### config.mk
export PLATFORM = sky130hd
export DESIGN_NAME = clock_alarm_editor
export DESIGN_NICKNAME = d
export VERILOG_FILES = /design/src/rtl/tae_pkg.sv /design/src/rtl/tae_cursor.sv /design/src/rtl/tae_digit_editor.sv /design/src/rtl/tae_timekeeper.sv /design/src/rtl/clock_alarm_editor.sv
export SDC_FILE = /design/constraint.sdc
export NUM_CORES = 1
export LEC_CHECK = 0
export BUFFER_PORTS_ARGS = -buffer_cell sky130_fd_sc_hd__buf_2
export CAP_MARGIN = 20
export CORE_ASPECT_RATIO = 1.5
export CORE_UTILIZATION = 55
export CTS_CLUSTER_SIZE = 14
export DETAILED_ROUTE_END_ITERATION = 10
export PLACE_DENSITY = 0.75
export SLEW_MARGIN = 20
export SYNTH_ARGS = -nofsm -noshare
export SYNTH_HDL_FRONTEND = slang
export SYNTH_SLANG_ARGS = --single-unit
export TNS_END_PERCENT = 5
### constraint.sdc
create_clock -name clk -period 2.8 [get_ports clk]
set_clock_uncertainty 0.05 [all_clocks]
set_input_delay 0.28 -clock clk [delete_from_list [all_inputs] [get_ports clk]]
set_output_delay 0.28 -clock clk [all_outputs]
set_load 0.01 [all_outputs]
### src/rtl/tae_pkg.sv
`timescale 1ns/1ps
package tae_pkg;

    localparam int DIGIT_W  = 4;
    localparam int N_DIGITS = 6;
    localparam int BCD_W    = DIGIT_W * N_DIGITS;
    localparam int POS_W    = 3;

    typedef struct packed {
        logic [DIGIT_W-1:0] ht;
        logic [DIGIT_W-1:0] hu;
        logic [DIGIT_W-1:0] mt;
        logic [DIGIT_W-1:0] mu;
        logic [DIGIT_W-1:0] st;
        logic [DIGIT_W-1:0] su;
    } hms_t;

    localparam logic [POS_W-1:0] POS_HT = 3'd7;
    localparam logic [POS_W-1:0] POS_HU = 3'd6;
    localparam logic [POS_W-1:0] POS_MT = 3'd4;
    localparam logic [POS_W-1:0] POS_MU = 3'd3;
    localparam logic [POS_W-1:0] POS_ST = 3'd1;
    localparam logic [POS_W-1:0] POS_SU = 3'd0;

    // Step a digit up or down, wrapping inside 0..lim.
    function automatic logic [DIGIT_W-1:0] wrap_step(
        input logic [DIGIT_W-1:0] d,
        input logic [DIGIT_W-1:0] lim,
        input logic               inc
    );
        if (inc) begin
            return (d >= lim) ? '0 : d + 1'b1;
        end
        return (d == '0 || d > lim) ? lim : d - 1'b1;
    endfunction

    // Next cursor slot, stepping over the two separator slots.
    function automatic logic [POS_W-1:0] next_pos(input logic [POS_W-1:0] p);
        case (p)
            POS_HT:  return POS_HU;
            POS_HU:  return POS_MT;
            POS_MT:  return POS_MU;
            POS_MU:  return POS_ST;
            POS_ST:  return POS_SU;
            default: return POS_HT;
        endcase
    endfunction

    // One second later, in 24-hour BCD.
    function automatic hms_t sec_step(input hms_t t);
        hms_t n;
        n = t;
        if (t.su != 4'd9) begin
            n.su = t.su + 1'b1;
        end else begin
            n.su = '0;
            if (t.st != 4'd5) begin
                n.st = t.st + 1'b1;
            end else begin
                n.st = '0;
                if (t.mu != 4'd9) begin
                    n.mu = t.mu + 1'b1;
                end else begin
                    n.mu = '0;
                    if (t.mt != 4'd5) begin
                        n.mt = t.mt + 1'b1;
                    end else begin
                        n.mt = '0;
                        if (t.ht == 4'd2 && t.hu == 4'd3) begin
                            n.ht = '0;
                            n.hu = '0;
                        end else if (t.hu == 4'd9) begin
                            n.hu = '0;
                            n.ht = t.ht + 1'b1;
                        end else begin
                            n.hu = t.hu + 1'b1;
                        end
                    end
                end
            end
        end
        return n;
    endfunction

endpackage

### src/rtl/tae_cursor.sv
`timescale 1ns/1ps
module tae_cursor
    import tae_pkg::*;
(
    input  logic             clk,
    input  logic             rst_n,
    input  logic             key_set,
    output logic             editing,
    output logic [POS_W-1:0] pos
);

    always_ff @(posedge clk) begin
        if (!rst_n) begin
            editing <= 1'b0;
            pos     <= POS_HT;
        end else if (key_set) begin
            if (!editing) begin
                editing <= 1'b1;
                pos     <= POS_HT;
            end else if (pos == POS_SU) begin
                editing <= 1'b0;
                pos     <= POS_HT;
            end else begin
                pos <= next_pos(pos);
            end
        end
    end

endmodule

### src/rtl/tae_digit_editor.sv
`timescale 1ns/1ps
module tae_digit_editor
    import tae_pkg::*;
(
    input  hms_t             cur,
    input  logic [POS_W-1:0] pos,
    input  logic             step_up,
    input  logic             step_dn,
    output hms_t             nxt
);

    logic [DIGIT_W-1:0] hu_lim;

    assign hu_lim = (cur.ht == 4'd2) ? 4'd3 : 4'd9;

    always_comb begin
        nxt = cur;
        if (step_up ^ step_dn) begin
            case (pos)
                POS_HT: begin
                    nxt.ht = wrap_step(cur.ht, 4'd2, step_up);
                    if (nxt.ht == 4'd2 && cur.hu > 4'd3) begin
                        nxt.hu = 4'd3;
                    end
                end
                POS_HU:  nxt.hu = wrap_step(cur.hu, hu_lim, step_up);
                POS_MT:  nxt.mt = wrap_step(cur.mt, 4'd5, step_up);
                POS_MU:  nxt.mu = wrap_step(cur.mu, 4'd9, step_up);
                POS_ST:  nxt.st = wrap_step(cur.st, 4'd5, step_up);
                POS_SU:  nxt.su = wrap_step(cur.su, 4'd9, step_up);
                default: nxt = cur;
            endcase
        end
    end

endmodule

### src/rtl/tae_timekeeper.sv
`timescale 1ns/1ps
module tae_timekeeper
    import tae_pkg::*;
(
    input  logic clk,
    input  logic rst_n,
    input  logic tick,
    input  logic hold,
    input  hms_t edit_val,
    output hms_t now,
    output hms_t adv,
    output logic stepping,
    output logic chime
);

    logic hour_edge;

    assign adv       = sec_step(now);
    assign stepping  = tick && !hold;
    assign hour_edge = (now.mt == 4'd5) && (now.mu == 4'd9) &&
                       (now.st == 4'd5) && (now.su == 4'd9);

    always_ff @(posedge clk) begin
        if (!rst_n) begin
            now   <= '0;
            chime <= 1'b0;
        end else begin
            chime <= stepping && hour_edge;
            if (hold) begin
                now <= edit_val;
            end else if (tick) begin
                now <= adv;
            end
        end
    end

endmodule

### src/rtl/clock_alarm_editor.sv
`timescale 1ns/1ps
module clock_alarm_editor
    import tae_pkg::*;
(
    input  logic             clk,
    input  logic             rst_n,
    input  logic             tick_1hz,
    input  logic             key_set,
    input  logic             key_up,
    input  logic             key_down,
    input  logic             alarm_sel,
    output logic [BCD_W-1:0] time_bcd,
    output logic [BCD_W-1:0] alarm_bcd,
    output logic             editing,
    output logic [POS_W-1:0] cursor,
    output logic             alarm_hit,
    output logic             chime
);

    localparam int N_TGT = 2;  // 0: running time, 1: alarm

    logic             edit_on;
    logic [POS_W-1:0] pos;
    logic             step_ok;
    hms_t             time_q;
    hms_t             alarm_q;
    hms_t             time_adv;
    logic             stepping;
    hms_t             tgt_cur [N_TGT];
    hms_t             tgt_nxt [N_TGT];

    tae_cursor u_cursor (
        .clk     (clk),
        .rst_n   (rst_n),
        .key_set (key_set),
        .editing (edit_on),
        .pos     (pos)
    );

    // set wins over up/down; digits move only inside a session
    assign step_ok    = edit_on && !key_set;
    assign tgt_cur[0] = time_q;
    assign tgt_cur[1] = alarm_q;

    for (genvar g = 0; g < N_TGT; g++) begin : g_edit
        logic sel;
        assign sel = (alarm_sel == g[0]);
        tae_digit_editor u_ed (
            .cur     (tgt_cur[g]),
            .pos     (pos),
            .step_up (step_ok && sel && key_up),
            .step_dn (step_ok && sel && key_down),
            .nxt     (tgt_nxt[g])
        );
    end

    tae_timekeeper u_time (
        .clk      (clk),
        .rst_n    (rst_n),
        .tick     (tick_1hz),
        .hold     (edit_on && !alarm_sel),
        .edit_val (tgt_nxt[0]),
        .now      (time_q),
        .adv      (time_adv),
        .stepping (stepping),
        .chime    (chime)
    );

    always_ff @(posedge clk) begin
        if (!rst_n) begin
            alarm_q   <= '0;
            alarm_hit <= 1'b0;
        end else begin
            alarm_q   <= tgt_nxt[1];
            alarm_hit <= stepping && (time_adv == alarm_q);
        end
    end

    assign time_bcd  = time_q;
    assign alarm_bcd = alarm_q;
    assign editing   = edit_on;
    assign cursor    = pos;

endmodule

==> out/results.ini <==
[floorplanning]
initial_core_util=0.568
num_rows=44
die-area_mm2=0.0104
io_pins=61
die_w_um=83.7
core_area_mm2=0.00969
dieHeight_um=125

[placement]
dp_slack_ns=0.0729
portBuffers=60
gp_congestion=0.989
hpwl_um=13300

[clock_tree]
numCtsBuffers=5
path_clk_slew_ns=0.08
cts.sinks=54
cts_tree=yes
cts_root_buffer=clkbuf_16
clock_latency_ns=0.31
cts_hold_buf=0
cts_buffer_depth=2
htree_levels=2

[synth]
synth_edf_count=0
yosys.area_share.simple=0.283
syn_area_mm2=0.00551
synth_area_leaders=dfxtp_1 20%, ha_1 9.3%, o21ai_0 6.8%, a21oi_1 6.2%, nand2_1 5.3%
synth-xor-area-share=0.0461
synth_nets=835
synth-compound-area-share=0.288
synthFlopType=dfxtp_1
synth_top_area_frac=0.196
syn_avg_cell_area_um2=7.00
synth_cell_types=71
synth-adder-area-share=0.0932
yosys_warnings=0
yosysTopAreaCell=dfxtp_1
yosys_register_bits=54
synthMuxAreaShare=0.0241
async_flop_share=0
synth-seq-area-share=0.196
syn_inst=787
synth_top_family_by_area=compound AO/OA/AOI/OAI gates

[setup_path]
cp_slowest_cell=nor4_1
endpoint_kind=register
path_max_fanout=9
cp_common_cell=nor4_1
arrival_ns=2.90
worst-endpoint-required_ns=2.96
worstSetupStartpointType=register
slowest_delay_ns=0.41
path_class=register to register
r2r_slack_ns=0.06
crit_chain=inv_1, ha_2, nand3b_2, buf_4, a221o_1, a311o_1, nor4_1, o2111ai_1, nor4_1

[cells_and_area]
syn_to_final_growth_pct=15.1
n_antenna_cell=0
nets=900
drive_gt1_frac=0.168

[detailed_routing]
vias=6431
wl_um=17600
post_drt_wl_per_cell_um=18.2
drt_first_pass_iters=5
avgViaCountPerCell=6.64
antenna_left=0
drt_iter0_drc=649
drc=0

[global_routing]
grt_max_degree=27
grt_overflow=0
track_usage=0.342
first_global_vias=6142
antenna_found_initial=0
grt_pass1_wl_um=29600

[timing]
fin_crit_sh=0.979
worst_pin_slew_ns=0.711
finalSetupViolations=0
fin_hold_ws_ns=0.243
final-hold-violation-count=0
setup_slack_ns=0.0579
slew_violations=0
max_freq_mhz=365
maxSlewHeadroom=0.525
min_period_ns=2.74

[power_and_ir_drop]
p_per_area_mw_per_mm2=340
peakVddDrop_uv=317
p_leak_uw=0.00261

[hold_path]
worst_hold_path_type=primary input to register

[job]
cap_violations=0

[run_status]
status=complete, no violations

[critical path, delay by kind of cell (launching register included)]
kind	cells	cell delay, ns
buffers and inverters	2	0.33
adder cells (fa/ha/maj)	1	0.25
AND/OR/NAND/NOR	3	0.91
flip-flops	1	0.36
AO/OA/AOI/OAI	3	0.73
[final timing paths]
check | from | endpoint | depth (start not counted)
setup / recovery | u_time.now[1] | alarm_hit | 9
hold / removal | tick_1hz | u_time.chime | 3
setup reg to reg | u_time.now[1] | alarm_hit | 9
hold reg to reg | u_time.now[12] | u_time.now[12] | 2
[routing by layer]
metal	GRT usage	wire length, um	up-vias
li1	-	-	3017
met1	0.416	7120	3031
met2	0.594	8640	311
met3	0.0484	1170	72
met4	0.147	706	0
met5	0	0	-
[cells by family after synthesis]
| kind of cell | count (synthesis) |
|---|---|
| xor gates and xnor gates | 29 |
| AOI/OAI and AO/OA | 255 |
| and+or+nand+nor | 299 |
| DFF | 54 |
| buffers and inverters | 96 |
| adders and majority gates | 41 |
| muxes | 13 |
[report_power, final]
| group | total (uW) | internal, uW | switching (uW) |
|---|---|---|---|
| clock network | 748 | 425 | 323 |
| logic | 572 | 224 | 348 |
| registers | 834 | 794 | 40.1 |
[cell usage after synthesis, types with 12 or more instances]
cell       n
xnor2_1   18
nor2_1    67
clkbuf_1  44
nor4_1    12
a31oi_1   16
nand3_1   31
nand2b_1  12
ha_1      41
a211oi_1  14
nor3_1    27
a21oi_1   68
inv_1     39
o21ai_0   75
nand2_1   77
dfxtp_1   54
[through the flow]
step / TNS, ns / instance area (um^2) / instances / utilization / power (uW)
6_report: 0 / 6340 / 968 / 0.654 / 2150
4_1_cts: 0 / 6290 / 967 / 0.649 / 2140
3_5_place_dp: 0 / 6120 / 959 / 0.632 / 1400
5_1_grt: -0.0103 / 6340 / 968 / 0.654 / 2250
2_1_floorplan: 0 / 5510 / 787 / - / 1220
3_3_place_gp: 0 / 6120 / 959 / 0.632 / 1390
[layout make-up]
cell class / count / area (um^2)
fill: 878 / 3350
tap: 115 / 144
sequential: 54 / 1080
clock inverter: 3 / 43.8
multi-input combinational: 637 / 4080
clock buffer: 5 / 125
timing repair buffer: 115 / 713
inverter: 39 / 146
[flip-flops by register name (all words and copies together) (netlist names)]
register / flops
alarm_hit: 1
u_time.chime: 1
u_time.now: 24
u_cursor.editing: 1
alarm_bcd: 24
u_cursor.pos: 3
[timing repair]
| action | in CTS | in global routing |
|---|---|---|
| endpoints found under the setup margin | 0 | 5 |
| resized for setup | 0 | 11 |
| endpoints found under the hold margin | 0 | 0 |
| buffers inserted | 0 | 1 |
[cells in the final DEF (no fill, tap or decap), types with 6 or more instances in the layout]
cell type	instances
nand2_1	77
o21ai_0	75
a21oi_1	68
nor2_1	67
buf_2	60
buf_4	55
dfxtp_1	51
inv_1	39
ha_1	39
nand3_1	31
nor3_1	27
xnor2_1	18
a211oi_1	14
a31oi_1	14
nor4_1	12
nand2b_1	12
nor2b_1	11
xor2_1	11
mux2i_1	11
o211ai_1	10
nor3b_1	9
o31ai_1	9
nand3b_1	7
nand4_1	7
a22oi_1	6
o21a_1	6
(Power assumes the default switching activity.)
